--- config.mk ---
export PLATFORM = sky130hd
export DESIGN_NAME = burst_pwr_ctrl
export DESIGN_NICKNAME = d
export VERILOG_FILES = /design/src/rtl/burst_pkg.sv /design/src/rtl/burst_ctrl.sv /design/src/rtl/burst_dp.sv /design/src/rtl/burst_pwr_ctrl.sv
export SDC_FILE = /design/constraint.sdc
export NUM_CORES = 1
export LEC_CHECK = 0
export ABC_CLOCK_PERIOD_IN_PS = 1800
export BUFFER_PORTS_ARGS = -buffer_cell sky130_fd_sc_hd__buf_2
export CAP_MARGIN = 10
export CORE_ASPECT_RATIO = 0.6
export CORE_MARGIN = 8
export CORE_UTILIZATION = 32
export DETAILED_ROUTE_END_ITERATION = 7
export PLACE_DENSITY_LB_ADDON = 0.25
export RECOVER_POWER = 25
export SLEW_MARGIN = 20
export SYNTH_ARGS = -nofsm -noshare
export SYNTH_HDL_FRONTEND = slang
export SYNTH_HIERARCHICAL = 1
export SYNTH_SLANG_ARGS = --single-unit
--- constraint.sdc ---
create_clock -name clk -period 1.8 [get_ports clk]
set_input_delay 0.45 -clock clk [delete_from_list [all_inputs] [get_ports clk]]
set_output_delay 0.45 -clock clk [all_outputs]
set_load 0.03 [all_outputs]
--- src/rtl/burst_pkg.sv ---
package burst_pkg;
  localparam int WORD_W  = 32;
  localparam int CODE_W  = 4;
  localparam int THR_W   = 3;
  // field positions the host and the status reader depend on
  localparam int TOG_BIT  = 31;
  localparam int IE_BIT   = 30;
  localparam int AUTO_BIT = 28;
  localparam int REQ_LSB  = 24;
  localparam int LOW_PAD  = REQ_LSB - CODE_W;   // 20 reserved low bits
  localparam logic [CODE_W-1:0] REQ_EXIT  = 4'b0000;
  localparam logic [CODE_W-1:0] REQ_ENTER = 4'b0001;

  typedef struct packed {
    logic accept;   // genuine new write
    logic loadReq;  // request code is legal
    logic setFast;  // grant 533 MHz
  } ctrlStrobe_t;
endpackage

--- src/rtl/burst_ctrl.sv ---
module burst_ctrl
  import burst_pkg::*;
(
  input  logic              wrEn,
  input  logic              toggleIn,
  input  logic [CODE_W-1:0] reqIn,
  input  logic              toggleQ,
  input  logic              burstFuse,
  output ctrlStrobe_t       strb
);
  logic reqLegal;

  always_comb begin
    reqLegal     = (reqIn == REQ_EXIT) || (reqIn == REQ_ENTER);
    strb.accept  = wrEn && (toggleIn != toggleQ);
    strb.loadReq = strb.accept && reqLegal;
    strb.setFast = strb.loadReq && (reqIn == REQ_ENTER) && burstFuse;
  end
endmodule

--- src/rtl/burst_dp.sv ---
module burst_dp
  import burst_pkg::*;
(
  input  logic              clk,
  input  logic              rstN,
  input  logic              wrEn,
  input  logic [WORD_W-1:0] wrData,
  input  logic              burstFuse,
  input  logic [THR_W-1:0]  throttleLvl,
  input  ctrlStrobe_t       strb,
  output logic              toggleQ,
  output logic [WORD_W-1:0] statusWord,
  output logic              freqIrq
);
  logic              irqEnQ, autoQ, fastQ;
  logic [CODE_W-1:0] reqQ, codeHist, curCode;

  always_comb begin
    if (throttleLvl != '0) curCode = {1'b1, throttleLvl};
    else                   curCode = {{(CODE_W-1){1'b0}}, fastQ};
    statusWord = {burstFuse, irqEnQ, 1'b0, autoQ, reqQ, curCode, {LOW_PAD{1'b0}}};
  end

  always_ff @(posedge clk) begin
    if (!rstN) begin
      toggleQ  <= 1'b0;
      irqEnQ   <= 1'b0;
      autoQ    <= 1'b0;
      fastQ    <= 1'b0;
      reqQ     <= '0;
      codeHist <= '0;
      freqIrq  <= 1'b0;
    end else begin
      codeHist <= curCode;
      freqIrq  <= irqEnQ && (curCode != codeHist);
      if (strb.accept) begin
        toggleQ <= wrData[TOG_BIT];
        irqEnQ  <= wrData[IE_BIT];
        autoQ   <= wrData[AUTO_BIT];
      end
      if (strb.loadReq) begin
        reqQ  <= wrData[REQ_LSB +: CODE_W];
        fastQ <= strb.setFast;
      end
    end
  end


  stale_write_chk: assert property (@(posedge clk) disable iff (!rstN)
    (wrEn && wrData[TOG_BIT] == toggleQ) |=> $stable({toggleQ, irqEnQ, autoQ, reqQ, fastQ}));

  enable_copy_chk: assert property (@(posedge clk) disable iff (!rstN)
    strb.accept |=> (statusWord[IE_BIT] == $past(wrData[IE_BIT])));

  rsvd_req_chk: assert property (@(posedge clk) disable iff (!rstN)
    (strb.accept && !strb.loadReq) |=> $stable({reqQ, fastQ}));

  no_fuse_chk: assert property (@(posedge clk) disable iff (!rstN)
    (strb.loadReq && !burstFuse) |=> !fastQ);

  throttle_chk: assert property (@(posedge clk) disable iff (!rstN)
    (throttleLvl != '0) |-> (statusWord[REQ_LSB-1] && statusWord[REQ_LSB-CODE_W +: THR_W] == throttleLvl));

  irq_gate_chk: assert property (@(posedge clk) disable iff (!rstN)
    freqIrq |-> $past(irqEnQ));
endmodule

--- src/rtl/burst_pwr_ctrl.sv ---
module burst_pwr_ctrl
  import burst_pkg::*;
(
  input  logic        clk,
  input  logic        rstN,
  input  logic        wrEn,
  input  logic [31:0] wrData,
  input  logic        burstFuse,
  input  logic [2:0]  throttleLvl,
  output logic [31:0] statusWord,
  output logic        freqIrq
);
  ctrlStrobe_t strb;
  logic        toggleQ;

  burst_ctrl uCtrl (
    .wrEn      (wrEn),
    .toggleIn  (wrData[TOG_BIT]),
    .reqIn     (wrData[REQ_LSB +: CODE_W]),
    .toggleQ   (toggleQ),
    .burstFuse (burstFuse),
    .strb      (strb)
  );

  burst_dp uDp (
    .clk         (clk),
    .rstN        (rstN),
    .wrEn        (wrEn),
    .wrData      (wrData),
    .burstFuse   (burstFuse),
    .throttleLvl (throttleLvl),
    .strb        (strb),
    .toggleQ     (toggleQ),
    .statusWord  (statusWord),
    .freqIrq     (freqIrq)
  );
endmodule

== Yosys cells after proc, flatten, opt, wreduce, memory -nomap -nowiden ==
Index checks and enable logic that the tools add are counted.

* Eq/ne operators: 3
* Multiplexer cells: 1
* Reductions and logical operators: 8

{| class="wikitable"
|+ Operator list
! operator !! number
|-
| $logic_and 1x1->1 || 5
|-
| $eq 4x1->1 const B || 1
|-
| $logic_not 4->1 || 1
|-
| $mux 4 || 1
|-
| $ne 4x4->1 || 1
|-
| $reduce_bool 3->1 || 1
|-
| $logic_or 1x1->1 || 1
|-
| $ne 1x1->1 || 1
|}

* Register bits: 13
* Input bits: 39
* Output and inout bits: 33
* Word-level logic and storage cells: 19

== Logic depth before layout (Yosys ltp) ==
* Depth after elaboration: 5
* Mapped depth: 5
* Depth with buffers taken out: 4

== By module ==
Netlist, hierarchy kept.

{| class="wikitable"
|+ Modules (own cells, without submodules)
! module !! times used !! cells each !! area an instance (um^2) !! seq. area each (um^2)
|-
| burst_dp || 1 || 77 || 714.4 || 260.2
|-
| burst_ctrl || 1 || 6 || 46.3 || 0.0
|}

== Worst setup path after synthesis ==
Ideal clock, no wire load.

* Path kind: in2reg
* Start point: input port wrData[25]
* End point: register uDp.reqQ[0]
* Setup time: 0.116 ns
* Arrival time: 1.582 ns
* Data required time: 1.684 ns
* Setup slack: 0.102 ns
* Cell stages on the path: 5
* Path buffers: 1
* Cell sequence: or4b_4 -> nor2_1 -> clkbuf_1 -> mux2i_1 -> nor2b_1

{| class="wikitable"
|+ RTL lines
! item !! RTL line !! source
|-
| from (decl) || burst_pwr_ctrl.sv:7 || <nowiki>input logic [31:0] wrData,</nowiki>
|-
| to (signal assigned) || burst_dp.sv:42 || <nowiki>reqQ <= wrData[REQ_LSB +: CODE_W];</nowiki>
|-
| to (decl) || burst_dp.sv:16 || <nowiki>logic [CODE_W-1:0] reqQ, codeHist, curCode;</nowiki>
|}

== Worst setup path in the final report ==
* Start point: input port throttleLvl[0]
* End point: output port statusWord[23]

* Word-level cells in the longest chain between the ends: 2

{| class="wikitable"
|+ Ends and longest elaborated chain
! item !! RTL line !! source
|-
| from (decl) || burst_pwr_ctrl.sv:9 || <nowiki>input logic [2:0] throttleLvl,</nowiki>
|-
| $reduce_bool 3->1 || burst_dp.sv:19 || <nowiki>if (throttleLvl != '0) curCode = {1'b1, throttleLvl};</nowiki>
|-
| $mux 4 || burst_dp.sv:19 ||
|-
| to (decl) || burst_pwr_ctrl.sv:10 || <nowiki>output logic [31:0] statusWord,</nowiki>
|}

Every way passes these cells.

==> run summary <==
The slowest stage of the critical path belongs to the cell or3_1. The floorplan step defined a die boundary enclosing 4240 sq um. The tools report the worst setup margin as 0.189 ns.

Walking the worst path, the cells encountered are buf_2, or3_1, buf_2. The clock reaches the later pin of the worst-skew pair after 0.24 ns. Count of pins over their slew limit: 0.

Launching element type of the critical path: an input pin. On the final layout, the worst clock skew is 0.00137 ns. TritonCTS built the clock tree. STA classifies the critical path endpoint as a primary output.

In the layout the commonest cells are buf_2, conb_1, dfxtp_1. After clock tree synthesis, the clock-pin slew on the worst setup and hold paths is 0.05 ns. The logs give 83 for the cell count after synthesis and 0 for the total grt overflow.

The tightest hold margin is 0.445 ns, and the violation count after the first detailed-route iteration is 14. The launching point of the worst reg2reg path is uDp/toggleQ. The first global-routing pass estimated 2.60 mm of wire.

The logs give 2 for the maximum number of buffers from clock root to sink and 0.344 for the effective utilization at floorplan. The final critical-path share of the clock period was 0.895; the horizontal die dimension was 78.9 um. Layout cell share with drive strength beyond 1: 0.299. On the worst path, the slowest cell contributes a delay of 0.40 ns. The critical setup path kind was input pin to primary output. In this run the most critical hold path is launched from uDp/irqEnQ. Setup repair after global routing left no endpoint under its margin.

The run finished with clean final reports. The via total after detailed routing came out at 532. The leakage power total came out at 0.397 nW. The run gives 260 sq um as the combined flip-flop and latch cell area. Family with the most delay on the worst path: simple AND/OR/NAND/NOR gates.

For the total count of hold-check failures in the final report, the log shows 0. The setup total negative slack is 0 ns, and the mean post-synth cell area is 9.17 sq um. Leaving out fill and tap cells, the most frequent cell in the layout is buf_2.

The post-cts sizing count is 0. The maximum number of pins on one net before global-route repair came out at 14. After synthesis the netlist holds a flip-flop and latch count of 13. For the global placer's final weighted congestion, the log shows 0.700. The tools report the via count of the first global-routing pass as 523. For the required time of the critical path, the log shows 1.35 ns. The sequential-to-total area share from yosys stat is 0.342, and the distinct cell type count after synthesis is 23. Relative to the synthesized area, the layout overhead comes to 12.5%.

The final layout contains 147 nets. After detailed routing, the number of remaining DRC violations is 0. The via density per instance is 3.88, and the top-level I/O count is 72. The CTS H-tree depth came out at 1.

For the fraction of the core area covered by cells at the end of the flow, the log shows 0.387. The number of buffers and inverters on the critical path is 2. The first-pass iteration count of the detailed router was 3; the port buffer count was 25. During synthesis, Yosys emitted a total of 6 warnings. The number of clock sinks seen by CTS is 13.

The number of nets with antenna violations after detailed routing is 0, and the highest clock rate is 621 MHz. The total power divided by cell area is 838 nW/um^2, and the total stage count of the critical path is 3. The floorplan has 13 rows. The highest ir drop seen on vdd came out at 0.385 mV. For the layout filler cell count, the log shows 243. For the placed wire-length estimate after detailed placement, the log shows 1.35 mm.

Setup violations remaining at the end of the flow were counted as 0. After detailed routing, the average wire length per cell comes to 11.9 um. The aggregate global-route resource usage was 0.0802. Clock tree synthesis selected as its root buffer the cell clkbuf_8. The initial antenna violation count was 0. The endpoint of the worst hold-timing path is uDp/freqIrq. OpenSTA, run right after detailed placement, puts the worst setup slack at 0.00206 ns. Post-synthesis instance area: 761 sq um. The worst hold path class was flip-flop to flip-flop. Data on the critical path arrives at its endpoint at 1.16 ns.

The multi-input gate area in the final layout is 365 sq um, and the number of cells on the worst hold path is 2. After layout, the minimum clock period comes to 1.61 ns. For the number of clock buffers inserted by TritonCTS, the log shows 3.

The number of hold buffers added after CTS was 0. The run gives 0.57 ns as the setup slack on the worst flop-to-flop path. The worst register-to-register path ends at uDp/toggleQ. The maximum fanout encountered on the critical timing path is 3. The final antenna diode count was 0. After floorplanning, the core was sized to cover 2210 sq um.

Across the run, the number of max-cap violations was 0. The logs give 0 for the number of post-CTS setup repair buffers and 0.717 mW for the total power. By instance count, the cell type seen most on the critical path is buf_2. The number of cells on the worst reg-to-reg path is 4. The y dimension of the die is 53.8 um, and the total length of routed wires is 1.63 mm.
-- final cells by class --
cell class / count / share of cell area
Multi-Input combinational cell: 61 / 0.427
Inverter: 1 / 0.00439
Tap cell: 30 / 0.0439
Clock buffer: 4 / 0.0526
Sequential cell: 13 / 0.304
Timing Repair Buffer: 28 / 0.168
-- logic make-up after synthesis --
group / after synthesis / synth area share
XOR/XNOR: 2 / 0.0230
multiplexers: 8 / 0.105
buffers and inverters: 29 / 0.270
AO/OA/AOI/OAI: 4 / 0.0345
AND/OR/NAND/NOR: 26 / 0.220
flip-flops: 13 / 0.342
other: 1 / 0.00493
-- metal layers --
metal / wire, um / part of all wire / track usage
met1: 687 / 0.42 / 0.0900
met4: 0 / 0 / 0.0183
met2: 684 / 0.42 / 0.115
met3: 257 / 0.16 / 0.0664
met5: 0 / 0 / 0
-- Yosys cell counts --
library cell	number	area, sq um
inv_1	1	3.75
o211ai_1	1	7.51
conb_1	1	3.75
nand2_1	2	7.51
or4b_4	1	13.8
dfxtp_1	13	260
dlygate4sd3_1	1	10.0
mux2i_1	8	80.1
nor3b_1	1	7.51
clkbuf_1	3	11.3
o2111ai_1	1	8.76
and2_1	2	12.5
or3_4	1	11.3
or4_1	1	7.51
buf_4	24	180
a21oi_1	2	10.0
nor2_1	4	15.0
and2_2	2	15.0
nor3_2	1	10.0
nand3_1	1	5.00
xor2_1	1	8.76
nor2b_1	10	62.6
xnor2_1	1	8.76
-- power breakdown --
| part | total [mW] | internal [mW] | switching [mW] |
|---|---|---|---|
| combinational | 0.154 | 0.0395 | 0.114 |
| clock | 0.257 | 0.156 | 0.101 |
| sequential | 0.306 | 0.299 | 0.00637 |
| total | 0.717 | 0.495 | 0.222 |
-- registers in the layout (all words and copies together) (netlist names) --
register and flops:
uDp/freqIrq 1, uDp/codeHist 4, uDp/autoQ 1, uDp/fastQ 1, uDp/toggleQ 1, uDp/irqEnQ 1, uDp/reqQ 4
-- worst max path at each step --
stage                         from             end  slack, ns
floorplan               wrData[25]     uDp/reqQ[0]       0.10
global placement        wrData[25]     uDp/reqQ[1]       0.03
detailed placement      wrData[25]     uDp/reqQ[1]      0.002
CTS                 throttleLvl[1]  statusWord[23]       0.21
global route            wrData[25]     uDp/reqQ[3]       0.14
finish              throttleLvl[0]  statusWord[23]       0.19
-- worst reg2reg max path: cells and delay by family, from the launching register on --
family | cells | cell delay (ns)
XOR/XNOR | 1 | 0.16
AND/OR/NAND/NOR | 2 | 0.40
flip-flops | 1 | 0.31
multiplexers | 1 | 0.24
-- metrics by stage --
| stage | std cells | cell area (sq um) |
|---|---|---|
| after floorplan | 103 | 836 |
| after global placement | 133 | 820 |
| after detailed placement | 133 | 820 |
| after CTS | 137 | 865 |
| after global routing | 137 | 856 |
| final | 137 | 856 |
No activity file was read; power rests on OpenSTA's default activity.
